## config.mk

```make
export PLATFORM = sky130hd
export DESIGN_NAME = irq_cause_regs
export DESIGN_NICKNAME = d
export VERILOG_FILES = /design/src/rtl/irq_cause_pkg.sv /design/src/rtl/irq_addr_decode.sv /design/src/rtl/irq_pending_bits.sv /design/src/rtl/irq_enable_reg.sv /design/src/rtl/irq_read_port.sv /design/src/rtl/irq_cause_regs.sv
export SDC_FILE = /design/constraint.sdc
export NUM_CORES = 1
export LEC_CHECK = 0
export BUFFER_PORTS_ARGS = -buffer_cell sky130_fd_sc_hd__buf_2
export CORE_AREA = 8 8 45 47
export CTS_BUF_LIST = sky130_fd_sc_hd__clkbuf_8 sky130_fd_sc_hd__clkbuf_16
export DETAILED_ROUTE_END_ITERATION = 7
export DIE_AREA = 0 0 53 55
export SKIP_LAST_GASP = 1
export SLEW_MARGIN = 20
export SYNTH_ARGS = -nofsm -noshare
export SYNTH_HDL_FRONTEND = slang
export SYNTH_SLANG_ARGS = --single-unit
```

## constraint.sdc

```tcl
create_clock -name clk -period 2.23 [get_ports clk]
set_clock_uncertainty 0.05 [all_clocks]
set_input_delay 0.446 -clock clk [delete_from_list [all_inputs] [get_ports clk]]
set_output_delay 0.446 -clock clk [all_outputs]
set_load 0.03 [all_outputs]
```

## src/rtl/irq_cause_pkg.sv

```systemverilog
package irq_cause_pkg;

  // Word offsets of the register set
  localparam int unsigned OFS_PEND = 0;
  localparam int unsigned OFS_CLR  = 1;
  localparam int unsigned OFS_EN   = 2;
  localparam int unsigned OFS_STAT = 3;

  typedef enum logic [2:0] {
    SEL_NONE = 3'd0,
    SEL_PEND = 3'd1,
    SEL_CLR  = 3'd2,
    SEL_EN   = 3'd3,
    SEL_STAT = 3'd4
  } reg_sel_e;

endpackage

```

## src/rtl/irq_addr_decode.sv

```systemverilog
module irq_addr_decode
  import irq_cause_pkg::*;
#(
  parameter int ADDR_W = 3
) (
  input  logic              wr_en_i,
  input  logic [ADDR_W-1:0] addr_i,
  output reg_sel_e          sel_o,
  output logic              set_we_o,
  output logic              clr_we_o,
  output logic              en_we_o
);

  function automatic reg_sel_e addr_to_sel(input logic [ADDR_W-1:0] a);
    reg_sel_e s;
    if (32'(a) == OFS_PEND)      s = SEL_PEND;
    else if (32'(a) == OFS_CLR)  s = SEL_CLR;
    else if (32'(a) == OFS_EN)   s = SEL_EN;
    else if (32'(a) == OFS_STAT) s = SEL_STAT;
    else                         s = SEL_NONE;
    return s;
  endfunction

  assign sel_o    = addr_to_sel(addr_i);
  assign set_we_o = wr_en_i && (sel_o == SEL_PEND);
  assign clr_we_o = wr_en_i && (sel_o == SEL_CLR);
  assign en_we_o  = wr_en_i && (sel_o == SEL_EN);

  // at most one register is written per cycle
  always_comb begin
    one_target_chk: assert ($countones({set_we_o, clr_we_o, en_we_o}) <= 1);
  end

endmodule

```

## src/rtl/irq_pending_bits.sv

```systemverilog
module irq_pending_bits #(
  parameter int NUM_SRC = 2
) (
  input  logic               clk,
  input  logic               rst_n,
  input  logic [NUM_SRC-1:0] evt_i,
  input  logic               set_we_i,
  input  logic               clr_we_i,
  input  logic [NUM_SRC-1:0] wr_bits_i,
  output logic [NUM_SRC-1:0] pend_o
);

  // Next value of one cause: an event or a set-write wins over a clear.
  function automatic logic next_bit(input logic cur, input logic evt,
                                    input logic set, input logic clr);
    return evt | set | (cur & ~clr);
  endfunction

  for (genvar g = 0; g < NUM_SRC; g++) begin : g_src
    logic set_w;
    logic clr_w;
    logic pend_q;

    assign set_w = set_we_i & wr_bits_i[g];
    assign clr_w = clr_we_i & wr_bits_i[g];

    always_ff @(posedge clk) begin
      if (!rst_n) pend_q <= 1'b0;
      else        pend_q <= next_bit(pend_q, evt_i[g], set_w, clr_w);
    end

    assign pend_o[g] = pend_q;


    evt_sets_chk: assert property (@(posedge clk) disable iff (!rst_n)
      evt_i[g] |=> pend_o[g]);


    clr_drops_chk: assert property (@(posedge clk) disable iff (!rst_n)
      (clr_we_i && wr_bits_i[g] && !evt_i[g]) |=> !pend_o[g]);


    rise_cause_chk: assert property (@(posedge clk) disable iff (!rst_n)
      $rose(pend_o[g]) |-> $past(evt_i[g] || (set_we_i && wr_bits_i[g])));
  end

endmodule

```

## src/rtl/irq_enable_reg.sv

```systemverilog
module irq_enable_reg #(
  parameter int NUM_SRC = 2
) (
  input  logic               clk,
  input  logic               rst_n,
  input  logic               we_i,
  input  logic [NUM_SRC-1:0] wr_bits_i,
  output logic [NUM_SRC-1:0] en_o
);

  logic [NUM_SRC-1:0] en_q;

  always_ff @(posedge clk) begin
    if (!rst_n)    en_q <= '0;
    else if (we_i) en_q <= wr_bits_i;
  end

  assign en_o = en_q;


  en_hold_chk: assert property (@(posedge clk) disable iff (!rst_n)
    !we_i |=> $stable(en_o));

endmodule

```

## src/rtl/irq_read_port.sv

```systemverilog
module irq_read_port
  import irq_cause_pkg::*;
#(
  parameter int NUM_SRC = 2
) (
  input  logic               clk,
  input  logic               rst_n,
  input  logic               rd_en_i,
  input  reg_sel_e           sel_i,
  input  logic [NUM_SRC-1:0] pend_i,
  input  logic [NUM_SRC-1:0] en_i,
  input  logic [NUM_SRC-1:0] stat_i,
  output logic [NUM_SRC-1:0] rd_data_o
);

  logic [NUM_SRC-1:0] rd_mux;
  logic [NUM_SRC-1:0] rd_q;

  always_comb begin
    unique case (sel_i)
      SEL_PEND: rd_mux = pend_i;
      SEL_EN:   rd_mux = en_i;
      SEL_STAT: rd_mux = stat_i;
      default:  rd_mux = '0;
    endcase
  end

  always_ff @(posedge clk) begin
    if (!rst_n)       rd_q <= '0;
    else if (rd_en_i) rd_q <= rd_mux;
  end

  assign rd_data_o = rd_q;


  rd_hold_chk: assert property (@(posedge clk) disable iff (!rst_n)
    !rd_en_i |=> $stable(rd_data_o));

endmodule

```

## src/rtl/irq_cause_regs.sv

```systemverilog
module irq_cause_regs
  import irq_cause_pkg::*;
#(
  parameter int NUM_SRC = 2,
  parameter int ADDR_W  = 3
) (
  input  logic               clk,
  input  logic               rst_n,
  input  logic [NUM_SRC-1:0] evt_i,
  input  logic               wr_en_i,
  input  logic               rd_en_i,
  input  logic [ADDR_W-1:0]  addr_i,
  input  logic [NUM_SRC-1:0] wr_data_i,
  output logic [NUM_SRC-1:0] rd_data_o,
  output logic               irq_o
);

  reg_sel_e           sel_w;
  logic               set_we_w;
  logic               clr_we_w;
  logic               en_we_w;
  logic [NUM_SRC-1:0] pend_w;
  logic [NUM_SRC-1:0] en_w;
  logic [NUM_SRC-1:0] stat_w;

  function automatic logic [NUM_SRC-1:0] gate(input logic [NUM_SRC-1:0] p,
                                              input logic [NUM_SRC-1:0] e);
    return p & e;
  endfunction

  irq_addr_decode #(.ADDR_W(ADDR_W)) i_decode (
    .wr_en_i  (wr_en_i),
    .addr_i   (addr_i),
    .sel_o    (sel_w),
    .set_we_o (set_we_w),
    .clr_we_o (clr_we_w),
    .en_we_o  (en_we_w)
  );

  irq_pending_bits #(.NUM_SRC(NUM_SRC)) i_pending (
    .clk       (clk),
    .rst_n     (rst_n),
    .evt_i     (evt_i),
    .set_we_i  (set_we_w),
    .clr_we_i  (clr_we_w),
    .wr_bits_i (wr_data_i),
    .pend_o    (pend_w)
  );

  irq_enable_reg #(.NUM_SRC(NUM_SRC)) i_enable (
    .clk       (clk),
    .rst_n     (rst_n),
    .we_i      (en_we_w),
    .wr_bits_i (wr_data_i),
    .en_o      (en_w)
  );

  assign stat_w = gate(pend_w, en_w);
  assign irq_o  = |stat_w;

  irq_read_port #(.NUM_SRC(NUM_SRC)) i_read (
    .clk       (clk),
    .rst_n     (rst_n),
    .rd_en_i   (rd_en_i),
    .sel_i     (sel_w),
    .pend_i    (pend_w),
    .en_i      (en_w),
    .stat_i    (stat_w),
    .rd_data_o (rd_data_o)
  );


  irq_off_when_disabled_chk: assert property (@(posedge clk) disable iff (!rst_n)
    (en_w == '0) |-> !irq_o);


  stat_within_pending_chk: assert property (@(posedge clk) disable iff (!rst_n)
    (stat_w & ~pend_w) == '0);

endmodule

```

======== Word level (Yosys, flattened, before mapping) ========
Cells that the tools add are included.
storage, ports and cells
  register bits after elaboration ......... 6
  word-level logic and storage cells ...... 34
operators by class
  eq/ne operators ......................... 7
  multiplexer cells ....................... 5
  bitwise operators ....................... 13
  reductions and logical operators ........ 5
operators by type and width
  operator              count
  $eq A3 B2 Y1 const B  4
  $mux W3               4
  $and A1 B1 Y1         6
  $eq A3 B1 Y1 const B  2
  $pmux W2 S3           1
  $or A1 B1 Y1          4
  $eq A3 B3 Y1 const B  1
  $logic_and A1 B1 Y1   3
  $logic_not A3 Y1      1
  $and A2 B2 Y2         1
  $not A1 Y1            2
  $reduce_or A2 Y1      1

======== Logic depth before layout (Yosys ltp) ========
Gate-level depths: netlist of run 1.
  depth in word-level cells ............... 11
  depth in mapped cells ................... 3

======== Modules after synthesis ========
A second synthesis of run 1 with hierarchy kept.
second synthesis, totals
  cells, all modules ...................... 41
  area total of the unflattened synthesis .. 376.6 um^2
by module, submodules not included
  module            instances  cells each  area an instance (um^2)
  irq_read_port     1          12          115.1
  irq_pending_bits  1          10          100.1
  irq_enable_reg    1          6           72.6
  irq_addr_decode   1          10          66.3
  irq_cause_regs    1          3           22.5

======== Worst setup path before layout of run 1 ========
No wires, ideal clock.
  kind .................................... input to register
  start point ............................. input addr_i[2]
  end point ............................... register i_enable.en_q[0], in the netlist i_enable.en_o[0]
  library setup time ...................... 116 ps
  data arrival time ....................... 986 ps
  setup slack ............................. 1,078 ps
  stages .................................. 3
  buffers on the path ..................... 0
  cells stage by stage .................... and4bb_4 > mux2i_1 > nor2b_1
on the way
  word-level cells in the longest chain between the ends .. 7
  elaborated cells between the ends (all ways) .. 10
  classes of those cells .................. eq/ne: 4; mux: 4; reduce/logical: 2
RTL lines
  what                     RTL line               RTL
  from (decl)              irq_cause_regs.sv:12   input logic [ADDR_W-1:0] addr_i,
  $eq A3 B2 Y1             irq_addr_decode.sv:19  else if (32'(a) == OFS_STAT) s = SEL_STAT;
  $mux W3                  irq_addr_decode.sv:19
  $mux W3                  irq_addr_decode.sv:18  else if (32'(a) == OFS_EN) s = SEL_EN;
  $mux W3                  irq_addr_decode.sv:17  else if (32'(a) == OFS_CLR) s = SEL_CLR;
  $mux W3 (*)              irq_addr_decode.sv:16  if (32'(a) == OFS_PEND) s = SEL_PEND;
  $eq A3 B2 Y1 (*)         irq_addr_decode.sv:27  assign en_we_o = wr_en_i && (sel_o == SEL_EN);
  $logic_and A1 B1 Y1 (*)  irq_addr_decode.sv:27
  to (signal assigned)     irq_enable_reg.sv:15   else if (we_i) en_q <= wr_bits_i;
  to (decl)                irq_enable_reg.sv:11   logic [NUM_SRC-1:0] en_q;
Mark *: on every way between the ends. The rest lies on a longest branch, timed or not.
A chain may end at the register's enable or synchronous reset.

======== Worst setup path after layout of run 1 ========
  start point ............................. register i_pending.g_src[0].pend_q
  end point ............................... output irq_o
on the way
  word-level cells in the longest chain between the ends .. 2
RTL lines
  what                    RTL line                RTL
  from (decl)             irq_pending_bits.sv:22  logic pend_q;
  from (signal assigned)  irq_pending_bits.sv:29  else pend_q <= next_bit(pend_q, evt_i[g], set_w, clr_w);
  $and A2 B2 Y2           irq_cause_regs.sv:28    return p & e;
  $reduce_or A2 Y1        irq_cause_regs.sv:59    assign irq_o = |stat_w;
  to (decl)               irq_cause_regs.sv:15    output logic irq_o
No other way between the ends.

==> results of run 1 <==
-- cells in the final DEF, fill, tap and decap left out, drive strengths merged, types with 2 or more instances in the layout --
cell	netlist	final
mux2i	3	3
clkbuf	0	3
a21oi	3	3
dfxtp	6	6
buf	0	13
nor2	2	2
inv	3	3
nor2b	2	2
a21boi	2	2
o21ai	2	2
-- path summary, 6_finish.rpt --
| kind | start | depth (start not counted) | to | slack [ns] |
|---|---|---|---|---|
| min | addr_i[2] | 2 | i_read.rd_data_o[1]$_SDFFE_PN0P_ | 0.43 |
| max reg2reg | i_pending.g_src[1].pend_q$_SDFF_PN0_ | 3 | i_read.rd_data_o[1]$_SDFFE_PN0P_ | 1.28 |
| min reg2reg | i_read.rd_data_o[1]$_SDFFE_PN0P_ | 2 | i_read.rd_data_o[1]$_SDFFE_PN0P_ | 0.44 |
| max | i_pending.g_src[0].pend_q$_SDFF_PN0_ | 2 | irq_o | 0.78 |
-- metal layers --
layer	track usage, %	part of all wire (%)
met2	10.5	43
met5	0	0
met3	4.01	14
met4	5.17	3.1
met1	6.23	40
-- power groups by stage --
stage                     Clock [mW]  Sequential, mW  Combinational (mW)
after CTS                      0.169           0.115              0.0364
after floorplan                    0           0.117              0.0160
after detailed placement           0           0.117              0.0361
after global routing           0.171           0.116              0.0404
final                          0.164           0.115              0.0360
after global placement             0           0.117              0.0353
-- registers in the layout (all words and copies together), names as in the netlist --
name	flops
i_pending.g_src.pend_q	2
i_read.rd_data_o	2
i_enable.en_o	2
-- Yosys cell counts, types with 2 or more instances --
cell / instances / area share (%)
o21ai_0: 2 / 3.1
a21oi_1: 3 / 4.6
nor2_1: 2 / 2.3
mux2i_1: 3 / 9.2
inv_1: 3 / 3.4
nor2b_1: 2 / 3.8
dfxtp_1: 6 / 37
a21boi_1: 2 / 4.6
-- per-stage QoR --
stage	std cells	util (%)	worst slack, ns	total power [mW]
after floorplan	35	-	1.08	0.133
after global placement	64	29.7	0.907	0.152
after detailed placement	64	29.7	0.890	0.153
after CTS	67	32.7	0.782	0.320
after global routing	67	32.7	0.766	0.328
final	67	32.7	0.785	0.315
-- critical path, stage by stage, from the launching register on --
cell	delay, ns
dfxtp_1	0.32
a22o_1	0.23
buf_2	0.17
-- cell families (layout without fill, tap and decap cells) --
logic type             Yosys count  in the layout  synth area share [%]
AND/OR/NAND/NOR                 12             12                  28.0
AO/OA/AOI/OAI                   11             11                  22.6
multiplexers                     3              3                  9.20
flip-flops                       6              6                  36.8
buffers and inverters            3             19                  3.45
-- final cells by class --
| class | count | area (um2) | share of cell area, % |
|---|---|---|---|
| clock buffer | 3 | 41.3 | 9.12 |
| inverter | 3 | 11.3 | 2.49 |
| multi-input combinational | 26 | 195 | 43.1 |
| sequential | 6 | 120 | 26.5 |
| tap | 16 | 20.0 | 4.42 |
| timing repair buffer | 13 | 65.1 | 14.4 |
==> results.md, run 1 <==
* TritonCTS clock tree: built
* Synth Net Count at 46
* Latest clock arrival within the worst-skew pair at 0.22 ns
* Largest net degree at the start of global routing at 8
* Peak Freq at 692 MHz
* Top_reg_cell synth: dfxtp_1
* Number of global-route vias before repair at 338
* Gpl congestion at 0.804
* Worst endpoint required time at around 1.7 ns
* Initial DRC count at 4
* Outcome: finished clean
* Die width at 53 um
* Max-slew violations at 0
* EDFF count, synth at 0
* Crit path DAT at about 0.95 ns
* Ant. Diodes at 0
* DRT Wirelength at 851 um
* Detailed-route wire length per cell at 12.7 um
* Final Hold Viols at 0
* CTS Root Cell: clkbuf_8
* Worst setup SP type: register
* Reg clk slew, reported paths at 0.04 ns
* Core Box Area at 0.00138 mm2
* Postcts setup bufs at 0
* Power Dens Cells at about 700 mW/mm2
* FP Rows at 14
* Async SR Flop Fraction at 0%
* Slew @ Worst Pin at about 0.30 ns
* Clock group share of total power at 52.0%
* First-pass GRT wire length at 1390 um
* Post-Synthesis Cells at 35
* RSZ-0062 raised after global routing: no
* Via Count at between 300 and 400
* Share of cells above drive strength 1 at 35.3%
* H-tree levels at 1
* Maximum vdd drop at 0.182 mV
* Leakage at 0.194 nW
* Max clock buf depth at 2
* CP Capture Type: output port
* Worst hold margin at 0.428 ns
* PortBufs at 13
* Setup Viol. Count Final at 0
* DIE AREA at 0.00292 mm2
* Io pins at 14
* Effective utilization at floorplan at about a quarter
* Post_cts resized at 0
* Tcrit/Tclk final at 64.8%
* Sw frac at 22.1%
* Antenna-violating nets left at 0
* Register bit total from synthesis at 6
* Hold-fix buffers, CTS at 0
* Crit-path max FO at 4
* Detail Placement HPWL at 703 um
* Slew headroom at 80.1%
* Sequential share of the synthesized area at 36.8%
* Num CTS Buffers at 3
* Post-synthesis cell area at 327 um2
* Via-per-instance ratio at 4.94
* Tmin final at 1.45 ns
* Initial antenna violation count at 0
* Yosys cell types at 20
* Final Instance Area at 453 um2
* DR pass1 iterations at 3
* Fillers at 151
* Syn Area/Cell at 9.33 um2
* CP Class: register to output port
* # nets final at 64
* Total number of yosys warnings at 0
* Clock sinks at 6
* Max Cap Viol at 0
* Global-route usage over all layers at 6.67%
* DRC Markers at 0
* Net Switching at 0.0698 mW
* Placed Area at 412 um2
* Grt total ovfl at 0
* Area Growth Syn to Fin at 38.7%
* Min-Delay Path Class: primary input to register
* Setup TNS at 0 ns
* Comb power frac at 11.4%
* Seq pwr share at between 30% and 40%
* Internal at 0.246 mW
* Die Ht at 55 um
(Power assumes the default switching activity.)
==> inputs of run 2 (changes only) <==
==> constraint.sdc (replaced) <==
create_clock -name clk -period 1.45 [get_ports clk]
set_clock_uncertainty 0.05 [all_clocks]
set_input_delay 0.29 -clock clk [delete_from_list [all_inputs] [get_ports clk]]
set_output_delay 0.29 -clock clk [all_outputs]
set_load 0.03 [all_outputs]
==> run 2 against run 1 <==
Register-to-register slack lost 0.78 ns. Largest power group unchanged. Via count down 0.30%. Non-clock buffer count stayed put. Sequential power grew 54%. Critical endpoint unchanged. Combinational power grew 54%. Sequential cell count unchanged. Routed wire length rose by 2.2%. Power increased by 54%. First-iteration DRC count fell by 50%. Die area unchanged. Count of clock-buffer cells in the layout is the same.
==> results.md, run 2 (synthesis gave the netlist of run 1 again) <==
* Worst setup SP type: register (unchanged)
* Tmin final at 1.28 ns
* Gpl congestion at 0.806 (was 0.804)
* Placed cells at 64 (unchanged)
* Comb power frac at 11.4% (about the same)
* CP max-delay cell: dfxtp_1 (unchanged)
* Critical Path Stages at 2 (unchanged)
* Detail Placement HPWL at 713 um (was 703 um)
* Clock group share of total power at 52.1% (was 52.0%)
* Fin cells at 67 (unchanged)
* RSZ-0062 raised after global routing: no (unchanged)
* Hold-fix buffers, CTS at 0 (unchanged)
* Power Dens Cells at 1070 mW/mm2 (was 697 mW/mm2)
* WHS Path Cells at 2 (unchanged)
* CP Class: register to output port (unchanged)
* Global-route usage over all layers at 7.00% (was 6.67%)
* Num CTS Buffers at 3 (unchanged)
* Most common cell after layout, fill and taps aside: buf_2 (unchanged)
* Detailed-route wire length per cell at 13.0 um (was 12.7 um)
* Io pins at 14 (unchanged)
* Crit path DAT at 0.94 ns (was 0.95 ns)
* Tcrit/Tclk final at about nine tenths
* Maximum vdd drop at 0.373 mV (was 0.182 mV)
* Number of global-route vias before repair at 348 (was 338)
* Most frequent cells in the layout: buf_2 (13), dfxtp_1 (6) (unchanged)
* Via Count at 330 (was 331)
* DIE AREA at 0.00292 mm2 (unchanged)
* Ant. Diodes at 0 (unchanged)
* Setup TNS at 0 ns (unchanged)
* DRT Wirelength at 870 um (was 851 um)
* Core Box Area at 0.00138 mm2 (unchanged)
* Peak Freq at slightly below 800 MHz
* Internal at 0.378 mW (was 0.246 mW)
* Min-Delay Path Class: primary input to register (unchanged)
* Worst reg2reg path depth at 3 (unchanged)
* Max-slew violations at 0 (unchanged)
* Net Switching at 0.108 mW (was 0.0698 mW)
* Crit-path max FO at 4 (unchanged)
* Initial antenna violation count at 0 (unchanged)
* CTS Root Cell: clkbuf_8 (unchanged)
* Max Cap Viol at 0 (unchanged)
* FP Rows at 14 (unchanged)
* TritonCTS clock tree: built (unchanged)
* CP peak stage delay at 0.32 ns (about the same)
* Layout Utilization at 32.7% (unchanged)
* Post_cts resized at 0 (unchanged)
* Final Hold Viols at 0 (unchanged)
* Worst hold margin at 0.275 ns (was 0.428 ns)
* CP Cell Sequence: a22o_1 > buf_2 (unchanged)
* Largest net degree at the start of global routing at 8 (unchanged)
* DR pass1 iterations at 2 (was 3)
* Share of cells above drive strength 1 at 35.3% (unchanged)
* Seq pwr share at 36.5% (about the same)
* Effective utilization at floorplan at 23.6% (unchanged)
* # nets final at 64 (unchanged)
* Area Growth Syn to Fin at 38.7% (unchanged)
* First-pass GRT wire length at 1440 um (was 1390 um)
* Setup Viol. Count Final at 0 (unchanged)
* Slew @ Worst Pin at 0.295 ns (was 0.298 ns)
* H-tree levels at 1 (unchanged)
* Outcome: finished clean (unchanged)
* Clock sinks at 6 (unchanged)
* Antenna-violating nets left at 0 (unchanged)
* Leakage at 0.194 nW (unchanged)
* Worst path top cell family by delay: flip-flops (unchanged)
* Crit path buf inv count at 1 (unchanged)
* DRC Markers at 0 (unchanged)
* Die width at 53 um (unchanged)
* Postcts setup bufs at 0 (unchanged)
* Max clock buf depth at 2 (unchanged)
* Grt total ovfl at 0 (unchanged)
* Sw frac at 22.2% (was 22.1%)
* Latest clock arrival within the worst-skew pair at 0.22 ns (about the same)
* PortBufs at 13 (unchanged)
* Initial DRC count at 2 (was 4)
* Reg clk slew, reported paths at 0.04 ns (about the same)
* CP Capture Type: output port (unchanged)
* Slew headroom at 80.3% (was 80.1%)
* Via-per-instance ratio at 4.93 (was 4.94)
* Worst endpoint required time at 1.11 ns (was 1.73 ns)
* Die Ht at 55 um (unchanged)
[run 2: worst reg2reg max path: stages, from the launching register on]
cell and delay (ns):
dfxtp_1 0.35, nand2b_1 0.12, a32oi_1 0.10, o31ai_1 0.24
[run 2: per-stage QoR]
stage,total power [mW],worst slack [ns],cell area (um2)
detailed placement,0.236,0.261,412
global route,0.506,0.140,453
floorplan,0.205,0.454,327
global placement,0.234,0.284,412
CTS,0.493,0.161,453
finish,0.486,0.170,453
[run 2: cell type report]
| class | count | area, um2 |
|---|---|---|
| fill | 148 | 931 |
| inverter | 3 | 11.3 |
| multi-input combinational | 26 | 195 |
| sequential | 6 | 120 |
| clock buffer | 3 | 41.3 |
| tap | 16 | 20.0 |
| timing repair buffer | 13 | 65.1 |
[run 2: worst paths after layout]
| kind | startpoint | to | slack (ns) |
|---|---|---|---|
| max reg2reg | i_pending.g_src[1].pend_q$_SDFF_PN0_ | i_read.rd_data_o[1]$_SDFFE_PN0P_ | 0.50 |
| min reg2reg | i_read.rd_data_o[1]$_SDFFE_PN0P_ | i_read.rd_data_o[1]$_SDFFE_PN0P_ | 0.44 |
| min | addr_i[2] | i_read.rd_data_o[1]$_SDFFE_PN0P_ | 0.27 |
| max | i_pending.g_src[0].pend_q$_SDFF_PN0_ | irq_o | 0.17 |
[run 2: power groups by stage]
stage / combinational, mW / clock [mW] / sequential [mW]
after CTS: 0.0560 / 0.259 / 0.177
after global routing: 0.0618 / 0.266 / 0.178
after floorplan: 0.0246 / 0 / 0.180
final: 0.0554 / 0.253 / 0.177
after detailed placement: 0.0557 / 0 / 0.180
after global placement: 0.0544 / 0 / 0.180
[run 2: metal layers]
metal | up-vias | GRT usage [%] | wire (um)
met3 | 2 | 3.74 | 131
met5 | - | 0 | 0
li1 | 165 | - | -
met1 | 149 | 6.39 | 341
met4 | 0 | 6.47 | 23
met2 | 14 | 11.1 | 373
==> inputs of run 3 (changes only) <==
--- a/config.mk
+++ b/config.mk
@@ -5,6 +5,7 @@
 export SDC_FILE = /design/constraint.sdc
 export NUM_CORES = 1
 export LEC_CHECK = 0
+export ABC_AREA = 1
 export BUFFER_PORTS_ARGS = -buffer_cell sky130_fd_sc_hd__buf_2
 export CORE_AREA = 8 8 45 47
 export CTS_BUF_LIST = sky130_fd_sc_hd__clkbuf_8 sky130_fd_sc_hd__clkbuf_16
==> run 3 against run 2 <==
Synthesized cell count rose by 46%. Routed wire length is 5.9% lower. Die area did not move. Critical endpoint unchanged. First-iteration DRC count did not move. Cell count rose by 24%. Critical path depth grew 1. Non-clock buffer count unchanged. Global-route usage is 0.28 points lower. Largest power group unchanged. Sequential share of layout area is 0.073 points lower. Fmax decreased by 2.2%. Area after synthesis increased by 0.38%. Register-to-register slack better by 0.02 ns.
==> results.md, run 3 <==
* CP peak stage delay at 0.36 ns (was 0.32 ns)
* Setup TNS at 0 ns (unchanged)
* Die width at 53 um (unchanged)
* Postcts setup bufs at 0 (unchanged)
* Num CTS Buffers at 3 (unchanged)
* CP Capture Type: output port (unchanged)
* Top cells by area, synth: dfxtp_1 (37%), nand2_1 (11%), a21oi_1 (9.2%) (was dfxtp_1 (37%), mux2i_1 (9.2%), and4bb_4 (5.0%))
* Clock sinks at 6 (unchanged)
* FP Rows at 14 (unchanged)
* Max Cap Viol at 0 (unchanged)
* Placed cells at 80 (was 64)
* Syn Area/Cell at 6.43 um2 (was 9.33 um2)
* Antenna-violating nets left at 0 (unchanged)
* Worst reg2reg path depth at 6 (was 3)
* Fin cells at 83 (was 67)
* Initial antenna violation count at 0 (unchanged)
* Share of cells above drive strength 1 at 29.9% (was 35.3%)
* Post_cts resized at 0 (unchanged)
* Via-per-instance ratio at 4.28 (was 4.93)
* Number of global-route vias before repair at 343 (was 348)
* Core Box Area at 0.00138 mm2 (unchanged)
* Internal at 0.374 mW (was 0.378 mW)
* Setup Viol. Count Final at 0 (unchanged)
* Worst setup SP type: register (unchanged)
* CP max-delay cell: dfxtp_1 (unchanged)
* Min-Delay Path Class: primary input to register (unchanged)
* Reg clk slew, reported paths at 0.04 ns (about the same)
* Post-synth top area share at 36.6% (was 36.8%)
* EDFF count, synth at 0 (unchanged)
* Io pins at 14 (unchanged)
* Largest net degree at the start of global routing at 7 (was 8)
* Die Ht at 55 um (unchanged)
* Detail Placement HPWL at 712 um (was 713 um)
* Top cells by count, synth: nand2_1 (10), inv_1 (8), a21oi_1 (6), dfxtp_1 (6), nand3_1 (6) (was dfxtp_1 (6), a21oi_1 (3), inv_1 (3), mux2i_1 (3))
* TritonCTS clock tree: built (unchanged)
* Power Dens Cells at 1060 mW/mm2 (was 1070 mW/mm2)
* Slew @ Worst Pin at 0.136 ns (was 0.295 ns)
* CP Class: register to output port (unchanged)
* DR pass1 iterations at 2 (unchanged)
* Area Growth Syn to Fin at 38.5% (was 38.7%)
* R2r setup slk at 0.52 ns (was 0.50 ns)
* Slew headroom at 90.8% (was 80.3%)
* Post-Synthesis Cells at 51 (was 35)
* Initial DRC count at 2 (unchanged)
* Top_reg_cell synth: dfxtp_1 (unchanged)
* Yosys cell types at 11 (was 20)
* Outcome: finished clean (unchanged)
* Post-synthesis cell area at 328 um2 (was 327 um2)
* Seq pwr share at 36.9% (was 36.5%)
* Most common cell after layout, fill and taps aside: buf_2 (unchanged)
* Leakage at 0.223 nW (was 0.194 nW)
* Effective utilization at floorplan at 23.7% (was 23.6%)
* RSZ-0062 raised after global routing: no (unchanged)
* # nets final at 80 (was 64)
* Register area at 120 um2 (unchanged)
* Sw frac at 22.7% (was 22.2%)
* First-pass GRT wire length at 1440 um (about the same)
* Most common cell in the synthesized netlist: nand2_1 (was dfxtp_1)
* H-tree levels at 1 (unchanged)
* Sequential share of the synthesized area at 36.6% (was 36.8%)
* Async SR Flop Fraction at 0% (unchanged)
* DRT Wirelength at 819 um (was 870 um)
* Crit. Startpoint: i_pending.g_src[1].pend_q$_SDFF_PN0_ (was i_pending.g_src[0].pend_q$_SDFF_PN0_)
* CP Cell Sequence: inv_1 > o21ai_0 > buf_2 (was a22o_1 > buf_2)
* Crit-path max FO at 3 (was 4)
* Total number of yosys warnings at 0 (unchanged)
* Maximum vdd drop at 0.413 mV (was 0.373 mV)
* Multi-input gate area at 170 um2 (was 195 um2)
* PortBufs at 13 (unchanged)
* Hold-fix buffers, CTS at 0 (unchanged)
* Via Count at 355 (was 330)
* Reg-to-Reg End: i_read.rd_data_o[0]$_SDFFE_PN0P_ (was i_read.rd_data_o[1]$_SDFFE_PN0P_)
* Global-route usage over all layers at 6.72% (was 7.00%)
* Max clock buf depth at 2 (unchanged)
* Ant. Diodes at 0 (unchanged)
* Max-slew violations at 0 (unchanged)
* Tmin final at 1.31 ns (was 1.28 ns)
* Reg2reg start: i_pending.g_src[0].pend_q$_SDFF_PN0_ (was i_pending.g_src[1].pend_q$_SDFF_PN0_)
* Comb power frac at 11.8% (was 11.4%)
* Fillers at 161 (was 148)
* CTS Root Cell: clkbuf_8 (unchanged)
* Crit path capture: irq_o (unchanged)
* Pre-CTS setup slack at 0.339 ns (was 0.261 ns)
* Net Switching at 0.110 mW (was 0.108 mW)
* Synth Net Count at 62 (was 46)
* Tcrit/Tclk final at 90.3% (was 88.3%)
* Final Hold Viols at 0 (unchanged)
* Register bit total from synthesis at 6 (unchanged)
* Clock group share of total power at 51.2% (was 52.1%)
* Latest clock arrival within the worst-skew pair at 0.22 ns (about the same)
* DRC Markers at 0 (unchanged)
* Most frequent cells in the layout: buf_2 (13), nand2_1 (10), inv_1 (8) (was buf_2 (13), dfxtp_1 (6))
* Final WS setup at 0.141 ns (was 0.170 ns)
* Crit path DAT at 0.97 ns (was 0.94 ns)
* Worst endpoint required time at 1.11 ns (about the same)
* DIE AREA at 0.00292 mm2 (unchanged)
* Grt total ovfl at 0 (unchanged)
* Detailed-route wire length per cell at 9.87 um (was 13.0 um)
* Gpl congestion at 0.753 (was 0.806)
* Peak Freq at 764 MHz (was 781 MHz)
* Area leader, netlist: dfxtp_1 (unchanged)
==> run 3: changes by cell type after synthesis, sizes merged, moves of 2 or more <==
cell	change
inv	+7
nand4	+4
a21oi	+3
nor2	+4
nand2	+9
nand3	+5
mux2i	-3
nor2b	-2
a21boi	-2
==> run 3: critical path: cells and delay by family (launching register included) <==
| kind | cells | cell delay (ns) |
|---|---|---|
| AOI/OAI and AO/OA | 1 | 0.12 |
| buffers and inverters | 2 | 0.27 |
| DFF | 1 | 0.36 |
==> run 3: per-layer routing <==
metal  part of all wire, %  track usage, %  up-vias
met5                     0               0        -
li1                      -               -      199
met3                   9.2            4.81        2
met2                    44            9.57       11
met4                   2.3            3.88        0
met1                    45            7.14      143
==> run 3: cells by family after synthesis <==
group | synth area share [%]
and+or+nand+nor | 38.2
AOI/OAI and AO/OA | 13.7
buffers and inverters | 11.5
DFF | 36.6
==> run 3: per-stage QoR <==
step / hold WS [ns] / utilization, % / total power [mW] / instance area (um2)
4_1_cts: 0.282 / 32.8 / 0.488 / 454
3_3_place_gp: 0.400 / 29.8 / 0.239 / 413
2_1_floorplan: 0.378 / - / 0.209 / 328
5_1_grt: 0.307 / 32.8 / 0.512 / 454
6_report: 0.284 / 32.8 / 0.483 / 454
3_5_place_dp: 0.409 / 29.8 / 0.239 / 413
==> run 3: how the worst min path moves through the flow <==
| stage | endpoint | cells after the start | slack (ns) | start |
|---|---|---|---|---|
| after floorplan | i_enable.en_o[0]$_SDFFE_PN0P_ | 2 | 0.38 | rst_n |
| after global placement | i_read.rd_data_o[1]$_SDFFE_PN0P_ | 2 | 0.40 | i_read.rd_data_o[1]$_SDFFE_PN0P_ |
| after detailed placement | i_enable.en_o[0]$_SDFFE_PN0P_ | 2 | 0.41 | i_enable.en_o[0]$_SDFFE_PN0P_ |
| after CTS | i_enable.en_o[1]$_SDFFE_PN0P_ | 3 | 0.28 | rst_n |
| after global routing | i_enable.en_o[0]$_SDFFE_PN0P_ | 3 | 0.31 | rst_n |
| final | i_enable.en_o[1]$_SDFFE_PN0P_ | 3 | 0.28 | rst_n |
==> run 3: area by class of cell <==
| cell class | instances | area share [%] |
|---|---|---|
| Timing Repair Buffer | 13 | 14.3 |
| Clock buffer | 3 | 9.09 |
| Inverter | 10 | 8.26 |
| Tap cell | 16 | 4.41 |
| Multi-Input combinational cell | 35 | 37.5 |
| Sequential cell | 6 | 26.4 |
==> run 3: power groups by stage <==
stage          Clock (mW)  Sequential, mW  Combinational [mW]
5_1_grt             0.267           0.179              0.0658
4_1_cts             0.252           0.178              0.0578
2_1_floorplan           0           0.181              0.0281
6_report            0.248           0.179              0.0572
3_5_place_dp            0           0.181              0.0577
3_3_place_gp            0           0.181              0.0578
